==> config.mk <==
export PLATFORM = sky130hd
export DESIGN_NAME = prbs_sync_ctrl
export DESIGN_NICKNAME = d
export VERILOG_FILES = /design/src/rtl/prbs_chk_pkg.sv /design/src/rtl/prbs_sync_ctrl.sv
export SDC_FILE = /design/constraint.sdc
export NUM_CORES = 1
export LEC_CHECK = 0
export BUFFER_PORTS_ARGS = -buffer_cell sky130_fd_sc_hd__buf_4
export CORE_MARGIN = 5
export CORE_UTILIZATION = 51
export DETAILED_ROUTE_END_ITERATION = 8
export PLACE_DENSITY = 0.74
export SLEW_MARGIN = 15
export SYNTH_ARGS = -nofsm -noshare
export SYNTH_HDL_FRONTEND = slang
export SYNTH_SLANG_ARGS = --single-unit
export TNS_END_PERCENT = 100
==> constraint.sdc <==
create_clock -name clk -period 2.33 [get_ports clk]
set_input_delay 0.5825 -clock clk [delete_from_list [all_inputs] [get_ports clk]]
set_output_delay 0.5825 -clock clk [all_outputs]
set_load 0.03 [all_outputs]
==> src/rtl/prbs_chk_pkg.sv <==
// Package: shared state type and polynomial table for the PRBS error checker.
// Assumes the longest supported register is 23 bits.
package prbs_chk_pkg;

    localparam int unsigned LFSR_MAX = 23;

    typedef enum logic {
        ST_FILL  = 1'b0,
        ST_TRACK = 1'b1
    } trk_state_e;

    // Register length for a polynomial select code.
    function automatic int unsigned poly_len(input logic [1:0] sel);
        case (sel)
            2'b00:   poly_len = 9;
            2'b01:   poly_len = 15;
            default: poly_len = 23;
        endcase
    endfunction

    // Inner feedback tap for a polynomial select code.
    function automatic int unsigned poly_tap(input logic [1:0] sel);
        case (sel)
            2'b00:   poly_tap = 5;
            2'b01:   poly_tap = 14;
            default: poly_tap = 18;
        endcase
    endfunction

endpackage

==> src/rtl/prbs_sync_ctrl.sv <==
// Module: fill/track sequencer and loss-of-sync monitor. Counts fill bits,
// tracks errors per window of compared bits and forces a refill when a window
// collects LOS_ERRS errors. Assumes WIN is a power of two and LOS_ERRS <= WIN.
module prbs_sync_ctrl
    import prbs_chk_pkg::*;
#(
    parameter int unsigned WIN      = 64,
    parameter int unsigned LOS_ERRS = 8,
    parameter int unsigned LEN_W    = 5
) (
    input  logic             clk,
    input  logic             rst_n,
    input  logic             start_i,
    input  logic             valid_i,
    input  logic             mismatch_i,
    input  logic [LEN_W-1:0] fill_len_i,
    output logic             fill_mode_o,
    output logic             cmp_en_o,
    output logic             err_hit_o,
    output logic             sync_o,
    output logic             los_o
);

    localparam int unsigned WIN_W = $clog2(WIN);
    localparam int unsigned ERR_W = $clog2(WIN + 1);

    trk_state_e       state_q;
    logic [LEN_W-1:0] fill_cnt_q;
    logic [WIN_W-1:0] win_cnt_q;
    logic [ERR_W-1:0] win_err_q;
    logic [ERR_W-1:0] win_err_nxt;
    logic             los_q;
    logic             los_evt;
    logic             win_end;
    logic             fill_done;

    // Per-cycle decisions derived from state and inputs.
    always_comb begin
        fill_mode_o = (state_q == ST_FILL);
        cmp_en_o    = valid_i && !start_i && (state_q == ST_TRACK);
        err_hit_o   = cmp_en_o && mismatch_i;
        win_err_nxt = win_err_q + ERR_W'(err_hit_o);
        los_evt     = err_hit_o && (win_err_nxt >= ERR_W'(LOS_ERRS));
        win_end     = cmp_en_o && (win_cnt_q == WIN_W'(WIN - 1));
        fill_done   = valid_i && (fill_cnt_q == fill_len_i - LEN_W'(1));
        sync_o      = (state_q == ST_TRACK);
        los_o       = los_q;
    end

    // Mode sequencing: fill, track, refill on loss.
    always_ff @(posedge clk) begin
        if (!rst_n || start_i) begin
            state_q    <= ST_FILL;
            fill_cnt_q <= '0;
        end else if (state_q == ST_FILL) begin
            if (fill_done) begin
                state_q    <= ST_TRACK;
                fill_cnt_q <= '0;
            end else if (valid_i) begin
                fill_cnt_q <= fill_cnt_q + LEN_W'(1);
            end
        end else if (los_evt) begin
            state_q    <= ST_FILL;
            fill_cnt_q <= '0;
        end
    end

    // Error window bookkeeping over compared bits.
    always_ff @(posedge clk) begin
        if (!rst_n || start_i || los_evt || (state_q == ST_FILL)) begin
            win_cnt_q <= '0;
            win_err_q <= '0;
        end else if (win_end) begin
            win_cnt_q <= '0;
            win_err_q <= '0;
        end else if (cmp_en_o) begin
            win_cnt_q <= win_cnt_q + WIN_W'(1);
            win_err_q <= win_err_nxt;
        end
    end

    // Sticky loss flag, cleared only by start or reset.
    always_ff @(posedge clk) begin
        if (!rst_n || start_i) begin
            los_q <= 1'b0;
        end else if (los_evt) begin
            los_q <= 1'b1;
        end
    end

endmodule

# Yosys cells after proc, flatten, opt, wreduce, memory -nomap -nowiden
# Cells that the tools add are included.
[classes] order_cmp=1 eq_ne=3 mux=7 bitwise=1 n_addsub=4 n_reduce_logical=14
[op_table] cell="5-bit two-way mux" n=4
[op_table] cell="7-bit by 1-bit adder with 7-bit output" n=1
[op_table] cell="7-bit by 4-bit greater-or-equal comparator with 1-bit output, second input constant" n=1
[op_table] cell="6-bit by 1-bit adder with 6-bit output, second input constant" n=1
[op_table] cell="6-bit == test, second input constant" n=1
[op_table] cell="1-bit logical AND" n=6
[op_table] cell="5-bit by 1-bit adder with 5-bit output, second input constant" n=1
[op_table] cell="5-bit == test" n=1
[op_table] cell="5-bit by 1-bit subtractor with 5-bit output, second input constant" n=1
[op_table] cell="1-bit logical OR" n=3
[op_table] cell="1-bit two-way mux" n=3
[op_table] cell="3-bit nonzero test" n=1
[op_table] cell="1-bit zero test" n=2
[op_table] cell="2-bit by 1-bit inequality test with 1-bit output, second input constant" n=1
[op_table] cell="2-bit AND reduction" n=1
[op_table] cell="2-bit OR reduction" n=1
[op_table] cell="1-bit NOT" n=1
[word_totals] regBits=20 word_cells=35 out_inout_bits=5 input_bits=10

# Logic depth before layout (Yosys ltp)
[depth] ltp_word=10 ltp_mapped=12 depth_no_buf=10

# Least setup slack after synthesis
# No wires, ideal clock.
[synth_timing] kind="input to register" start="input port start_i" end="register win_cnt_q[1]" arrival_time_ns=2.583 required_time_ns=2.257 path_slack_ns=-0.326 cell_stages=12 path_cell_list="and3b_1 > buf_6 > nand2_1 > inv_1 > ha_1 > ha_1 > xnor2_1 > nand4_1 > a21oi_2 > o211ai_2 > buf_6 > nor3_2"
[synth_via] elab_chain_len=10 word_cells_on_any_way=12 classes_between="add/sub (1); order compare (1); reduce/logical (10)"
[synth_lines] element="start, declared" line="prbs_sync_ctrl.sv:13" source="input logic start_i,"
[synth_lines] element="1-bit zero test *" line="prbs_sync_ctrl.sv:40" source="cmp_en_o = valid_i && !start_i && (state_q == ST_TRACK);"
[synth_lines] element="1-bit logical AND * (2 in series)" line="prbs_sync_ctrl.sv:40"
[synth_lines] element="1-bit logical AND *" line="prbs_sync_ctrl.sv:41" source="err_hit_o = cmp_en_o && mismatch_i;"
[synth_lines] element="named net err_hit_o" line="prbs_sync_ctrl.sv:19" source="output logic err_hit_o,"
[synth_lines] element="7-bit by 1-bit adder with 7-bit output" line="prbs_sync_ctrl.sv:42" source="win_err_nxt = win_err_q + ERR_W'(err_hit_o);"
[synth_lines] element="7-bit by 4-bit greater-or-equal comparator with 1-bit output" line="prbs_sync_ctrl.sv:43" source="los_evt = err_hit_o && (win_err_nxt >= ERR_W'(LOS_ERRS));"
[synth_lines] element="1-bit logical AND *" line="prbs_sync_ctrl.sv:43"
[synth_lines] element="1-bit logical OR * (2 in series)" line="prbs_sync_ctrl.sv:70" source="if (!rst_n || start_i || los_evt || (state_q == ST_FILL)) begin"
[synth_lines] element="2-bit OR reduction (no line) *"
[synth_lines] element="end signal, assigned" line="prbs_sync_ctrl.sv:77" source="win_cnt_q <= win_cnt_q + WIN_W'(1);"
[synth_lines] element="end, declared" line="prbs_sync_ctrl.sv:29" source="logic [WIN_W-1:0] win_cnt_q;"
# The timed path passes the listed nets; every way through them passes the cells marked *.
# A chain may end at the register's enable or synchronous reset.

# Final worst setup path
[layout_timing] start="input port start_i" end="register win_err_q[6]"
[layout_via] elab_chain_len=10 word_cells_on_any_way=12 classes_between="add/sub (1); order compare (1); reduce/logical (10)"
[layout_lines] element="1-bit zero test" line="prbs_sync_ctrl.sv:40"
[layout_lines] element="1-bit logical AND (2 in series)" line="prbs_sync_ctrl.sv:40"
[layout_lines] element="1-bit logical AND" line="prbs_sync_ctrl.sv:41"
[layout_lines] element="7-bit by 1-bit adder with 7-bit output" line="prbs_sync_ctrl.sv:42"
[layout_lines] element="7-bit by 4-bit greater-or-equal comparator with 1-bit output" line="prbs_sync_ctrl.sv:43"
[layout_lines] element="1-bit logical AND" line="prbs_sync_ctrl.sv:43"
[layout_lines] element="1-bit logical OR (2 in series)" line="prbs_sync_ctrl.sv:70"
[layout_lines] element="2-bit OR reduction (no line)"
[layout_lines] element="end signal, assigned" line="prbs_sync_ctrl.sv:78" source="win_err_q <= win_err_nxt;"
[layout_lines] element="end, declared" line="prbs_sync_ctrl.sv:30" source="logic [ERR_W-1:0] win_err_q;"
# Several ways; a longest one is shown, not always the timed one.

==> results.md <==
| Item | Value | Unit |
|---|---|---|
| Number of nets at the end of the flow | 168 | - |
| Clock tree buffer depth | 2 | - |
| Width of the chip | 58.4 | um |
| Total nets after synthesis | 142 | - |
| Clock network latency to the later pin of the worst-skew pair | 0.30 | ns |
| F_max | 0.462 | GHz |
| Most frequent cell on the critical path | sky130_fd_sc_hd__ha_4 | - |
| CP top delay family | simple AND/OR/NAND/NOR gates | - |
| Vias in the first global route | 995 | - |
| Setup CP Type | in2reg | - |
| GRT Total Usage | 0.154 | - |
| Synth cell types | 38 | - |
| Post-Route Skew | 0.00743 | ns |
| Initial core utilization | 0.539 | - |
| DP Wirelength | 1840 | um |
| Number of sinks driven by the clock tree | 20 | - |
| Clock Power Share | 0.298 | - |
| Post-CTS Hold Fix Bufs | 0 | - |
| Sw Pwr | 129 | uW |
| CP max-delay cell | sky130_fd_sc_hd__and3b_1 | - |
| Worst-Margin Slew | 0.314 | ns |
| Dpl ws | -0.233 | ns |
| WP data arrival | 2.39 | ns |
| Maximum vdd drop | 0.339 | mV |
| Inserted Diodes | 0 | - |
| Setup Viol. Count Final | 0 | - |
| Finished Cell Area | 1480 | um^2 |
| Clock-pin slew reported for the worst setup and hold paths after clock tree synthesis | 0.11 | ns |
| Overall Power | 558 | uW |
| First-pass iteration count of the detailed router | 4 | - |
| Max_slew headroom | 0.785 | - |
| Status | complete, no violations | - |
| Number of cells produced by synthesis | 127 | - |
| Min Hold Slack | 0.475 | ns |
| Max Transition Viols Final | 0 | - |
| TritonCTS buffer count | 3 | - |
| Power density of the placed cells | 378 | nW/um^2 |
| Layout Area Growth over Synthesis | 23.7 | % |
| Routed Wire Length | 2330 | um |
| Post-synthesis sequential element count | 20 | - |
| Min cycle time layout | 2.17 | ns |
| Antenna violations before repair | 0 | - |
| Async set or reset register ratio after synthesis | 0 | - |
| Flip-flop cell with the highest count after synthesis | sky130_fd_sc_hd__dfxtp_1 | - |
| Drt initial violations | 15 | - |
| Post-DRT Antenna Nets | 0 | - |
| RSZ-0062 raised after global routing | false | - |
| CP Launch Type | primary input | - |
| Cell at the root of the clock tree | sky130_fd_sc_hd__clkbuf_4 | - |
| Global-route wire length before repair | 4090 | um |
| Cell Rows | 17 | - |
| Fraction of layout cells with a size suffix above 1 | 0.311 | - |
| Fin. Hold Viols | 0 | - |
| Final routed wire length divided by cell count | 13.0 | um |
| Vertical die dimension | 58.4 | um |
| Max-cap violation count | 0 | - |
| Min-delay worst type | reg2reg | - |
| DP Area | 1450 | um^2 |
| Fraction of post-synthesis cell area in the top cell type by area | 0.336 | - |
| Dpl cells | 176 | - |
| Combinational share of power | 0.084 | - |
| Count of buffers from port buffering | 14 | - |
| Number of I/O pins | 15 | - |
| Sequential cell area | 400 | um^2 |
| Layout fillers | 193 | - |
| Maximum number of pins on one net before global-route repair | 14 | - |
| Synthesized area per cell | 9.39 | um^2 |
| Detail-routed via count per cell | 5.46 | - |
| Relative contribution of sequential cells to total power | 0.618 | - |
| Finished Layout Cells | 179 | - |
| Area leader, netlist | sky130_fd_sc_hd__dfxtp_1 | - |
| Grt ovf | 0 | - |
| Total via count after detailed routing | 978 | - |
| Netlist area before placement | 1190 | um^2 |
| Crit path cell chain | buf_4, and3b_1, nand2_8, inv_8, ha_4, ha_4, xnor2_1, nand4_1, a21oi_2, o211ai_2, buf_12, a211oi_1 | - |
| Area contributors post-synth | sky130_fd_sc_hd__dfxtp_1 (34%), sky130_fd_sc_hd__nor3_2 (6.7%), sky130_fd_sc_hd__xnor2_1 (6.6%) | - |
| Largest incremental delay on the critical path | 0.35 | ns |
| Multi-input gate area in the final layout | 752 | um^2 |
| Sequential share of the synthesized area | 0.336 | - |
| Core footprint | 2210 | um^2 |
| Number of enable-type register cells in the synthesized netlist | 0 | - |
| Cell leakage power | 0.000551 | uW |
| Final period util | 0.929 | - |
| Highest net fanout along the worst path | 13 | - |
| DRC violations left | 0 | - |
| Deepest level of the CTS H-tree | 1 | - |
| Total of warnings raised by yosys | 0 | - |
| Int Pwr | 429 | uW |
| WP buf/inv | 3 | - |
| Switching share of total power | 0.232 | - |
| CTS tree | built | - |
| Area of the die | 3410 | um^2 |
| Final setup slack of the worst path | 0.164 | ns |
| Endpoint kind of the worst setup timing path | register | - |
| Required time at the endpoint of the critical path | 2.55 | ns |
| Final weighted congestion in routability-driven placement | 0.823 | - |
==> layout by cell type, fill, tap and decap left out, types with 3 or more instances in the layout <==
| cell | instances |
|---|---|
| sky130_fd_sc_hd__xor2_1 | 9 |
| sky130_fd_sc_hd__buf_4 | 23 |
| sky130_fd_sc_hd__ha_1 | 3 |
| sky130_fd_sc_hd__nand3_1 | 3 |
| sky130_fd_sc_hd__nor3_1 | 4 |
| sky130_fd_sc_hd__xnor2_1 | 9 |
| sky130_fd_sc_hd__inv_1 | 11 |
| sky130_fd_sc_hd__nand4_1 | 4 |
| sky130_fd_sc_hd__o21ai_0 | 3 |
| sky130_fd_sc_hd__clkbuf_4 | 3 |
| sky130_fd_sc_hd__dfxtp_1 | 20 |
| sky130_fd_sc_hd__mux2i_1 | 4 |
| sky130_fd_sc_hd__nor3_2 | 8 |
| sky130_fd_sc_hd__o22ai_1 | 3 |
| sky130_fd_sc_hd__nand2_1 | 8 |
==> cells in the mapped netlist (3+ instances only) <==
library cell              count
sky130_fd_sc_hd__dfxtp_1     20
sky130_fd_sc_hd__inv_1       12
sky130_fd_sc_hd__nand2_1      9
sky130_fd_sc_hd__xnor2_1      9
sky130_fd_sc_hd__xor2_1       9
sky130_fd_sc_hd__nor3_2       8
sky130_fd_sc_hd__ha_1         5
sky130_fd_sc_hd__mux2i_1      4
sky130_fd_sc_hd__nand4_1      4
sky130_fd_sc_hd__nor3_1       4
sky130_fd_sc_hd__o21ai_0      4
sky130_fd_sc_hd__buf_6        3
sky130_fd_sc_hd__nand3_1      3
sky130_fd_sc_hd__o22ai_1      3
==> power groups by stage <==
stage	registers (uW)	logic, uW	clock network [uW]
3_5_place_dp	353	46.8	0
6_report	345	46.8	166
5_1_grt	346	51.9	192
2_1_floorplan	353	23.8	0
4_1_cts	345	46.9	174
3_3_place_gp	353	45.1	0
==> cell families after synthesis <==
kind of cell	after synthesis	share of synthesized area
xor gates and xnor gates	18	0.132
adders and majority gates	5	0.0525
muxes	4	0.0336
AOI/OAI and AO/OA	21	0.128
and+or+nand+nor	43	0.246
DFF	20	0.336
buffers and inverters	16	0.0724
==> stage by stage <==
step	TNS [ns]	util
after floorplan	-0.00951	-
after detailed placement	-2.23	0.657
after global placement	-1.48	0.657
final	0	0.667
after global routing	0	0.667
after CTS	0	0.667
==> registers in the layout, summed over array words and instances, names as in the netlist <==
register    flops
win_cnt_q       6
win_err_q       7
sync_o          1
fill_cnt_q      5
los_o           1
==> worst reg2reg max path, stage by stage, from the launching register on <==
cell and delay (ns):
sky130_fd_sc_hd__dfxtp_1 0.33, sky130_fd_sc_hd__and3b_1 0.25, sky130_fd_sc_hd__nand2_8 0.11, sky130_fd_sc_hd__inv_8 0.03
sky130_fd_sc_hd__ha_4 0.16, sky130_fd_sc_hd__and3_4 0.19, sky130_fd_sc_hd__a211o_1 0.26, sky130_fd_sc_hd__a21oi_2 0.21
sky130_fd_sc_hd__o211ai_2 0.14, sky130_fd_sc_hd__buf_12 0.17, sky130_fd_sc_hd__a211oi_1 0.15
==> metal layers <==
layer  track usage  part of all wire  wire, um
met4        0.0695             0.017        39
met1         0.181              0.44      1020
met3        0.0329             0.048       112
met5             0                 0         0
met2         0.268              0.50      1150
==> area by class of cell <==
class	instances	area share
Multi-Input combinational cell	91	0.510
Sequential cell	20	0.271
Timing Repair Buffer	25	0.144
Inverter	12	0.0356
Tap cell	28	0.0237
Clock buffer	3	0.0153
==> final timing paths <==
kind	cells past startpoint	start	to	slack, ns
hold / removal	1	los_o	los_o	0.47
setup reg to reg	10	sync_o	win_err_q[6]	0.24
setup / recovery	12	start_i	win_err_q[6]	0.16
hold reg to reg	1	los_o	los_o	0.47
==> timing repair <==
| item | CTS | global route |
|---|---|---|
| resized for setup | 0 | 1 |
| setup buffers | 0 | 0 |
| setup endpoints to repair | 0 | 4 |
Power figures use the tool's default switching activity.
